--- src/rtl/usbh_ist_pkg.sv ---
package usbh_ist_pkg;
  localparam int FLAG_N     = 5;
  localparam int BIT_OVR    = 0;
  localparam int BIT_WB     = 1;
  localparam int BIT_SOF    = 2;
  localparam int BIT_RESUME = 3;
  localparam int BIT_SYSERR = 4;
  localparam int MASTER_BIT = FLAG_N;
  localparam int ADDR_STATUS = 0;
  localparam int ADDR_ENABLE = 1;
  localparam int ADDR_OVRCNT = 2;
endpackage

--- src/rtl/usbh_ist_flags.sv ---
module usbh_ist_flags #(
  parameter int N = 5
) (
  input  logic         clk_i,
  input  logic         rst_ni,
  input  logic [N-1:0] set_i,
  input  logic [N-1:0] clr_i,
  output logic [N-1:0] flags_o
);
  logic [N-1:0] flag_q;

  for (genvar i = 0; i < N; i++) begin : g_flag
    always_ff @(posedge clk_i or negedge rst_ni) begin
      if (!rst_ni)       flag_q[i] <= 1'b0;
      else if (set_i[i]) flag_q[i] <= 1'b1;  // set has priority
      else if (clr_i[i]) flag_q[i] <= 1'b0;
    end
  end

  assign flags_o = flag_q;

  p_set_wins_r3: assert property (@(posedge clk_i) disable iff (!rst_ni)
    (set_i != '0) |=> ((flags_o & $past(set_i)) == $past(set_i)));

  p_w1c_r2: assert property (@(posedge clk_i) disable iff (!rst_ni)
    ((clr_i & ~set_i) != '0) |=> ((flags_o & $past(clr_i & ~set_i)) == '0));

  p_no_spurious_r2: assert property (@(posedge clk_i) disable iff (!rst_ni)
    1'b1 |=> ((flags_o & ~$past(flags_o) & ~$past(set_i)) == '0));
endmodule

--- src/rtl/usbh_ist_ovr_cnt.sv ---
module usbh_ist_ovr_cnt #(
  parameter int CNT_W = 2
) (
  input  logic             clk_i,
  input  logic             rst_ni,
  input  logic             inc_i,
  output logic [CNT_W-1:0] cnt_o
);
  logic [CNT_W-1:0] cnt_q;

  always_ff @(posedge clk_i or negedge rst_ni) begin
    if (!rst_ni)    cnt_q <= '0;
    else if (inc_i) cnt_q <= cnt_q + 1'b1;  // wraps naturally
  end

  assign cnt_o = cnt_q;

  p_cnt_step_r8: assert property (@(posedge clk_i) disable iff (!rst_ni)
    inc_i |=> (cnt_o == CNT_W'($past(cnt_o) + 1'b1)));

  p_cnt_hold_r8: assert property (@(posedge clk_i) disable iff (!rst_ni)
    !inc_i |=> $stable(cnt_o));
endmodule

--- src/rtl/usbh_ist_irq.sv ---
module usbh_ist_irq #(
  parameter int N = 5
) (
  input  logic         clk_i,
  input  logic         rst_ni,
  input  logic [N-1:0] status_i,
  input  logic [N-1:0] en_i,
  input  logic         master_i,
  output logic         irq_o
);
  logic irq_q;

  always_ff @(posedge clk_i or negedge rst_ni) begin
    if (!rst_ni) irq_q <= 1'b0;
    else         irq_q <= master_i & (|(status_i & en_i));
  end

  assign irq_o = irq_q;

  p_irq_lat_r9: assert property (@(posedge clk_i) disable iff (!rst_ni)
    1'b1 |=> (irq_o == ($past(master_i) && ($past(status_i & en_i) != '0))));
endmodule

--- src/rtl/usbh_int_status.sv ---
module usbh_int_status
  import usbh_ist_pkg::*;
#(
  parameter int ADDR_W = 4,
  parameter int DATA_W = 32,
  parameter int CNT_W  = 2
) (
  input  logic              clk_i,
  input  logic              rst_ni,
  input  logic              sys_err_i,
  input  logic              resume_det_i,
  input  logic              sw_resume_i,
  input  logic              frame_start_i,
  input  logic              sched_ovr_i,
  input  logic              wb_done_i,
  input  logic              wb_req_i,
  output logic              wb_grant_o,
  output logic              sof_req_o,
  input  logic              reg_we_i,
  input  logic [ADDR_W-1:0] reg_addr_i,
  input  logic [DATA_W-1:0] reg_wdata_i,
  output logic [DATA_W-1:0] reg_rdata_o,
  output logic              irq_o
);
  localparam int EN_W = FLAG_N + 1;

  logic [FLAG_N-1:0] set_vec, clr_vec, flags;
  logic [EN_W-1:0]   en_q;
  logic [CNT_W-1:0]  ovr_cnt;
  logic              sof_q;
  logic              sel_status, sel_enable, sel_ovrcnt;

  assign sel_status = (reg_addr_i == ADDR_W'(ADDR_STATUS));
  assign sel_enable = (reg_addr_i == ADDR_W'(ADDR_ENABLE));
  assign sel_ovrcnt = (reg_addr_i == ADDR_W'(ADDR_OVRCNT));

  always_comb begin
    set_vec             = '0;
    set_vec[BIT_SYSERR] = sys_err_i;
    set_vec[BIT_RESUME] = resume_det_i & ~sw_resume_i;  // own resume not reported
    set_vec[BIT_SOF]    = frame_start_i;
    set_vec[BIT_WB]     = wb_done_i;
    set_vec[BIT_OVR]    = sched_ovr_i;
  end

  assign clr_vec = (reg_we_i && sel_status) ? reg_wdata_i[FLAG_N-1:0] : '0;

  usbh_ist_flags #(.N(FLAG_N)) u_flags (
    .clk_i   (clk_i),
    .rst_ni  (rst_ni),
    .set_i   (set_vec),
    .clr_i   (clr_vec),
    .flags_o (flags)
  );

  usbh_ist_ovr_cnt #(.CNT_W(CNT_W)) u_ovr_cnt (
    .clk_i  (clk_i),
    .rst_ni (rst_ni),
    .inc_i  (sched_ovr_i),
    .cnt_o  (ovr_cnt)
  );

  always_ff @(posedge clk_i or negedge rst_ni) begin
    if (!rst_ni)                     en_q <= '0;
    else if (reg_we_i && sel_enable) en_q <= reg_wdata_i[EN_W-1:0];
  end

  // token request aligned with the flag's first visible cycle
  always_ff @(posedge clk_i or negedge rst_ni) begin
    if (!rst_ni) sof_q <= 1'b0;
    else         sof_q <= frame_start_i;
  end
  assign sof_req_o = sof_q;

  usbh_ist_irq #(.N(FLAG_N)) u_irq (
    .clk_i    (clk_i),
    .rst_ni   (rst_ni),
    .status_i (flags),
    .en_i     (en_q[FLAG_N-1:0]),
    .master_i (en_q[MASTER_BIT]),
    .irq_o    (irq_o)
  );

  // writeback interlock: a pending unread head blocks the next one
  assign wb_grant_o = wb_req_i & ~flags[BIT_WB];

  always_comb begin
    reg_rdata_o = '0;
    if (sel_status)      reg_rdata_o = DATA_W'(flags);
    else if (sel_enable) reg_rdata_o = DATA_W'(en_q);
    else if (sel_ovrcnt) reg_rdata_o = DATA_W'(ovr_cnt);
  end

  p_resume_mask_r4: assert property (@(posedge clk_i) disable iff (!rst_ni)
    (sw_resume_i && !flags[BIT_RESUME]) |=> !flags[BIT_RESUME]);

  p_sof_sync_r5: assert property (@(posedge clk_i) disable iff (!rst_ni)
    frame_start_i |=> (sof_req_o && flags[BIT_SOF]));

  p_wb_hold_r6: assert property (@(posedge clk_i) disable iff (!rst_ni)
    wb_done_i |=> !wb_grant_o);

  p_done_sets_r7: assert property (@(posedge clk_i) disable iff (!rst_ni)
    wb_done_i |=> flags[BIT_WB]);

  p_ovr_flag_r8: assert property (@(posedge clk_i) disable iff (!rst_ni)
    sched_ovr_i |=> flags[BIT_OVR]);
endmodule

--- config.mk ---
export PLATFORM = sky130hd
export DESIGN_NAME = usbh_int_status
export DESIGN_NICKNAME = d
export VERILOG_FILES = /design/src/rtl/usbh_ist_pkg.sv /design/src/rtl/usbh_ist_flags.sv /design/src/rtl/usbh_ist_ovr_cnt.sv /design/src/rtl/usbh_ist_irq.sv /design/src/rtl/usbh_int_status.sv
export SDC_FILE = /design/constraint.sdc
export NUM_CORES = 1
export LEC_CHECK = 0
export BUFFER_PORTS_ARGS = -buffer_cell sky130_fd_sc_hd__buf_2
export CAP_MARGIN = 30
export CORE_MARGIN = 2
export CORE_UTILIZATION = 37
export DETAILED_ROUTE_END_ITERATION = 12
export PLACE_DENSITY_LB_ADDON = 0.3
export RECOVER_POWER = 50
export SYNTH_ARGS = -nofsm -noshare
export SYNTH_HDL_FRONTEND = slang
export SYNTH_SLANG_ARGS = --single-unit
export TNS_END_PERCENT = 50
--- constraint.sdc ---
create_clock -name clk_i -period 1.4 [get_ports clk_i]
set_input_delay 0.28 -clock clk_i [delete_from_list [all_inputs] [get_ports clk_i]]
set_output_delay 0.28 -clock clk_i [all_outputs]
set_load 0.005 [all_outputs]
== Yosys cells after proc, flatten, opt, wreduce, memory -nomap -nowiden ==
Cells that the tools add are included.

* Flip-flop bits (word level): 15
* Logic and storage cells: 41
* Output and inout bits: 35
* Input bits: 46

* Equal/unequal tests: 2
* Reduce and logical (&&, ||, !) cells: 9
* Add/subtract/negate cells: 1
* Muxes and demuxes: 14
* Bitwise gates (word level): 6

{| class="wikitable"
|+ Operators with widths
! operator !! count
|-
| 2-to-1 mux 32 bit || 1
|-
| 2-to-1 mux 1 bit || 10
|-
| nonzero test 2 bit || 5
|-
| 2-to-1 mux 6 bit || 1
|-
| AND 5 bit || 1
|-
| 2-to-1 mux 5 bit || 1
|-
| OR reduction 5 bit || 1
|-
| equality test 4 x 1 -> 1 bit (second input constant) || 1
|-
| equality test 4 x 2 -> 1 bit (second input constant) || 1
|-
| logical NOT 4 bit || 1
|-
| AND 1 bit || 3
|-
| adder 2 x 1 -> 2 bit (second input constant) || 1
|-
| logical AND 1 bit || 2
|-
| 2-to-1 mux 2 bit || 1
|-
| NOT 1 bit || 2
|}

== Depth between registers and ports, before layout ==
* Depth in word-level cells: 5
* Mapped depth: 3

== Modules after synthesis ==
A second synthesis with hierarchy kept.

* Cell total of the unflattened synthesis: 91
* Area, all modules: 948.4 µm²

{| class="wikitable"
|+ Modules (own cells, without submodules)
! module !! seq. area each (µm²) !! instances !! area each (µm²) !! cells an instance
|-
| usbh_int_status || 175.2 || 1 || 645.6 || 67
|-
| usbh_ist_flags || 125.1 || 1 || 181.4 || 15
|-
| usbh_ist_ovr_cnt || 50.0 || 1 || 71.3 || 5
|-
| usbh_ist_irq || 25.0 || 1 || 50.0 || 4
|}

== Worst setup path before layout ==
Ideal clock, no wire load.

* Path kind: input-to-reg
* Start: in reg_addr_i[1]
* End: reg en_q[0]
* Data required time: 1.275 ns
* Stages on the path: 3
* Slack: 0.201 ns
* Setup time: 0.125 ns
* Data arrival time: 1.075 ns
* Buffers on the path: 0
* Path through: nor4b_4 > nand2_4 > mux2_2

* Word-level cells in the longest chain between the ends: 2

{| class="wikitable"
|+ Ends and longest elaborated chain
! element !! line !! source
|-
| from (decl) || usbh_int_status.sv:20 || <nowiki>input logic [ADDR_W-1:0] reg_addr_i,</nowiki>
|-
| equality test 4 x 1 -> 1 bit || usbh_int_status.sv:34 || <nowiki>assign sel_enable = (reg_addr_i == ADDR_W'(ADDR_ENABLE));</nowiki>
|-
| logical AND 1 bit || usbh_int_status.sv:65 || <nowiki>else if (reg_we_i && sel_enable) en_q <= reg_wdata_i[EN_W-1:0];</nowiki>
|-
| to (signal assigned) || usbh_int_status.sv:65 ||
|-
| to (decl) || usbh_int_status.sv:28 || <nowiki>logic [EN_W-1:0] en_q;</nowiki>
|}

Every way passes these cells.
A chain may end at the register's enable or synchronous reset.

== Worst setup path after layout ==
* Start: reg u_ovr_cnt.cnt_q[1] (netlist: u_ovr_cnt.cnt_o[1])
* End: out reg_rdata_o[1]

* Word-level cells in the longest chain between the ends: 3

{| class="wikitable"
|+ Ends and longest elaborated chain
! element !! line !! source
|-
| from (decl) || usbh_ist_ovr_cnt.sv:9 || <nowiki>logic [CNT_W-1:0] cnt_q;</nowiki>
|-
| from (signal assigned) || usbh_ist_ovr_cnt.sv:13 || <nowiki>else if (inc_i) cnt_q <= cnt_q + 1'b1;</nowiki>
|-
| 2-to-1 mux 2 bit || usbh_int_status.sv:91 || <nowiki>else if (sel_ovrcnt) reg_rdata_o = DATA_W'(ovr_cnt);</nowiki>
|-
| 2-to-1 mux 6 bit || usbh_int_status.sv:90 || <nowiki>else if (sel_enable) reg_rdata_o = DATA_W'(en_q);</nowiki>
|-
| 2-to-1 mux 32 bit || usbh_int_status.sv:89 || <nowiki>if (sel_status) reg_rdata_o = DATA_W'(flags);</nowiki>
|-
| to (decl) || usbh_int_status.sv:22 || <nowiki>output logic [DATA_W-1:0] reg_rdata_o,</nowiki>
|}

Every way passes these cells.

==> out/metrics.yaml <==
drt:
  drtIter0Drc: 10
  drc: 0
  ant_nets: 0
  dr.pass1.iters: 4
  routed_wire_length_per_instance_um: 11.13
  via_per_inst: 4.357
  via_count: 684
  wirelength_um: 1748
place:
  dpl.hpwl_um: 1348
  numPortBuffers: 28
  postPlaceCellArea_um2: 1044
  post-place-ws_ps: -85.71
  finalWeightedCongestion: 0.7471
  place_inst: 147
job:
  maxCapViolCount: 0
layout:
  final_area_um2: 1119
  multiInputGateArea_um2: 445.4
  fillCellCount: 249
  postLayoutCoreUtil_pct: 45.99
  regArea_um2: 375.4
  drive_gt1_share_pct: 39.37
  area_growth_pct: 20.81
  num_antenna_cells: 0
  nets: 174
  stdcell_count: 157
sta:
  setup_ws_ps: -61.21
  skew_ps: 8.008
  hold_viol: 0
  max_freq_ghz: 0.6844
  tightest_slew_ps: 813.3
  slew_headroom_pct: 45.78
  final-setup-viol-count: 2
  report.final.slew_viol_count: 0
  finalCritPeriodShare_pct: 104.4
  fin_crit_ps: 1461
  rsz0062_at_grt: "yes"
synth:
  async_flop_share_pct: 100.0
  synth_area_um2: 925.9
  synth.distinct_cells: 24
  synth-edff-count: 0
  yosys_warnings: 0
  synth_cells: 85
  avgSynthCellArea_um2: 10.89
  synthTopCellsByArea: "dfrtp_1 (41%), buf_4 (21%), mux2_2 (7.3%), mux2i_1 (5.4%), nand3b_1 (4.1%)"
  synth-seq-area-share_pct: 40.54
  synth_top_cell_area_share_pct: 40.54
  synth_top_cell_by_area: "dfrtp_1"
  synthTopCellsByCount: "buf_4 (26), dfrtp_1 (15), mux2_2 (6)"
  synthFlopType: "dfrtp_1"
  yosys.cell_count.top_type: "buf_4"
  ys_seq_elements: 15
clocking:
  clk_pin_slew_worst_paths_ps: 100
  cts.sinks: 15
  cts_buffer_depth: 2
  cts_tree: "built"
  clock_latency_ps: 290
  cts_root_buffer: "clkbuf_4"
  cts_htree_levels: 1
  numCtsBuffers: 3
power:
  p_per_area_nw_per_um2: 1015
  p_total_mw: 1.135
  p_leak_nw: 0.5746
  ir_drop_mv: 0.7530
global_route:
  grt_max_degree: 16
  grt_usage_pct: 12.72
  antenna_found_initial: 0
  grt_pass1_vias: 584
  overflow: 0
  grt_pass1_wl_um: 2566
floorplanning:
  fp.dieW_um: 54.03
  die_y_um: 54.03
  num_rows: 18
  io_pins: 81
  die-area_um2: 2919
  initial_core_util_pct: 38.07
  core_um2: 2432
critical_path:
  crit_path_start_kind: "register"
  cp_slowest_cell: "dfrtp_1"
  setup.worst_path.end_class: "output port"
  crit_required_ps: 1120
  cp_max_fo: 2
  critPathArrivalTime_ps: 1180
  r2r_cells: 3
  path_cells: "mux2i_1 -> a2bb2oi_1 -> nor3_1 -> buf_2"
  critical_path_class: "register to output port"
  max_stage_delay_ps: 390
status:
  status: "finished with violations"
  violations: "negative setup slack"
hold_path:
  hold_class: "input port to register"
  worstHoldPathCells: 1
layout make-up:
type                       instances  share of cell area, %
multi-input combinational         67                  39.82
timing repair buffer              40                  20.25
clock buffer                       3                  2.013
inverter                           1                 0.3356
tap                               30                  3.356
sequential                        15                  33.56
clock inverter                     1                 0.6711
layer usage:
layer	up-vias	GRT usage, %	routed length, µm
met5	-	0	0
met4	0	3.750	10
met3	2	5.000	146
met2	35	20.93	867
met1	323	15.33	724
li1	324	-	-
where the power goes:
part / switching (mW) / internal, mW
Combinational: 0.133 / 0.182
Clock: 0.143 / 0.109
Sequential: 0.0526 / 0.516
Total: 0.329 / 0.807
cell usage in the layout, fill, tap and decap left out:
| master | n |
|---|---|
| nand3b_1 | 5 |
| or3_4 | 1 |
| nor2b_1 | 1 |
| conb_1 | 26 |
| clkbuf_4 | 3 |
| mux2_2 | 6 |
| xnor2_1 | 1 |
| a222oi_1 | 1 |
| nor3_1 | 2 |
| buf_4 | 10 |
| nand2_1 | 2 |
| a22oi_1 | 1 |
| dfrtp_1 | 15 |
| nor2_1 | 4 |
| mux2i_1 | 5 |
| clkbuf_1 | 3 |
| a21o_1 | 4 |
| xor2_1 | 1 |
| a22o_1 | 1 |
| a2bb2oi_1 | 2 |
| inv_1 | 1 |
| clkinvlp_4 | 1 |
| nand2_4 | 1 |
| dlygate4sd3_1 | 1 |
| a21boi_0 | 1 |
| buf_2 | 26 |
| and2b_2 | 1 |
| nor4b_4 | 1 |
per-stage QoR:
step | setup TNS, ps | hold WS (ps)
after CTS | -130.7 | 105.0
after global routing | -306.2 | 115.9
after floorplan | 0 | -15.59
after detailed placement | -311.3 | 200.1
after global placement | -286.6 | 199.4
final | -118.8 | 114.5
final timing paths:
| path | slack, ps | endpoint | start |
|---|---|---|---|
| max | -60 | reg_rdata_o[1] | u_ovr_cnt.cnt_o[1]$_DFFE_PN0P_ |
| min | 110 | sof_req_o$_DFF_PN0_ | frame_start_i |
| max reg2reg | 270 | u_irq.irq_o$_DFF_PN0_ | u_flags.flags_o[1]$_DFFE_PN0P_ |
| min reg2reg | 520 | u_flags.flags_o[2]$_DFFE_PN0P_ | u_flags.flags_o[2]$_DFFE_PN0P_ |
| max in group asynchronous | 300 | en_q[3]$_DFFE_PN0P_ | rst_ni |
| min in group asynchronous | 590 | en_q[2]$_DFFE_PN0P_ | rst_ni |
cells by family (layout without fill, tap and decap cells):
logic type      count (synthesis)  count (layout)  share of synthesized area [%]
mux                            11              11                          12.70
simple gates                   18              18                          13.78
buf+inv                        28              45                          21.89
other cells                     1              26                         0.4050
compound gates                 10              10                          8.785
flops                          15              15                          40.54
xor+xnor                        2               2                          1.892
critical path: cells and delay by family, from the launching register on:
family,cells,cell delay (ps)
flip-flops,1,390
AO/OA/AOI/OAI,1,180
multiplexers,1,140
buffers and inverters,1,120
AND/OR/NAND/NOR,1,60
state kept, by name, indices dropped and copies added (netlist names):
name             cells
sof_req_o            1
u_ovr_cnt.cnt_o      2
u_irq.irq_o          1
u_flags.flags_o      5
en_q                 6
timing repair:
action	4_1_cts	5_1_grt
pin swaps	0	0
hold buffers	1	0
hold endpoints to repair	15	0
setup buffers	4	1
gates resized for setup	1	0
endpoints found under the setup margin	6	2
Note: power is estimated with default switching activity, not from simulation.
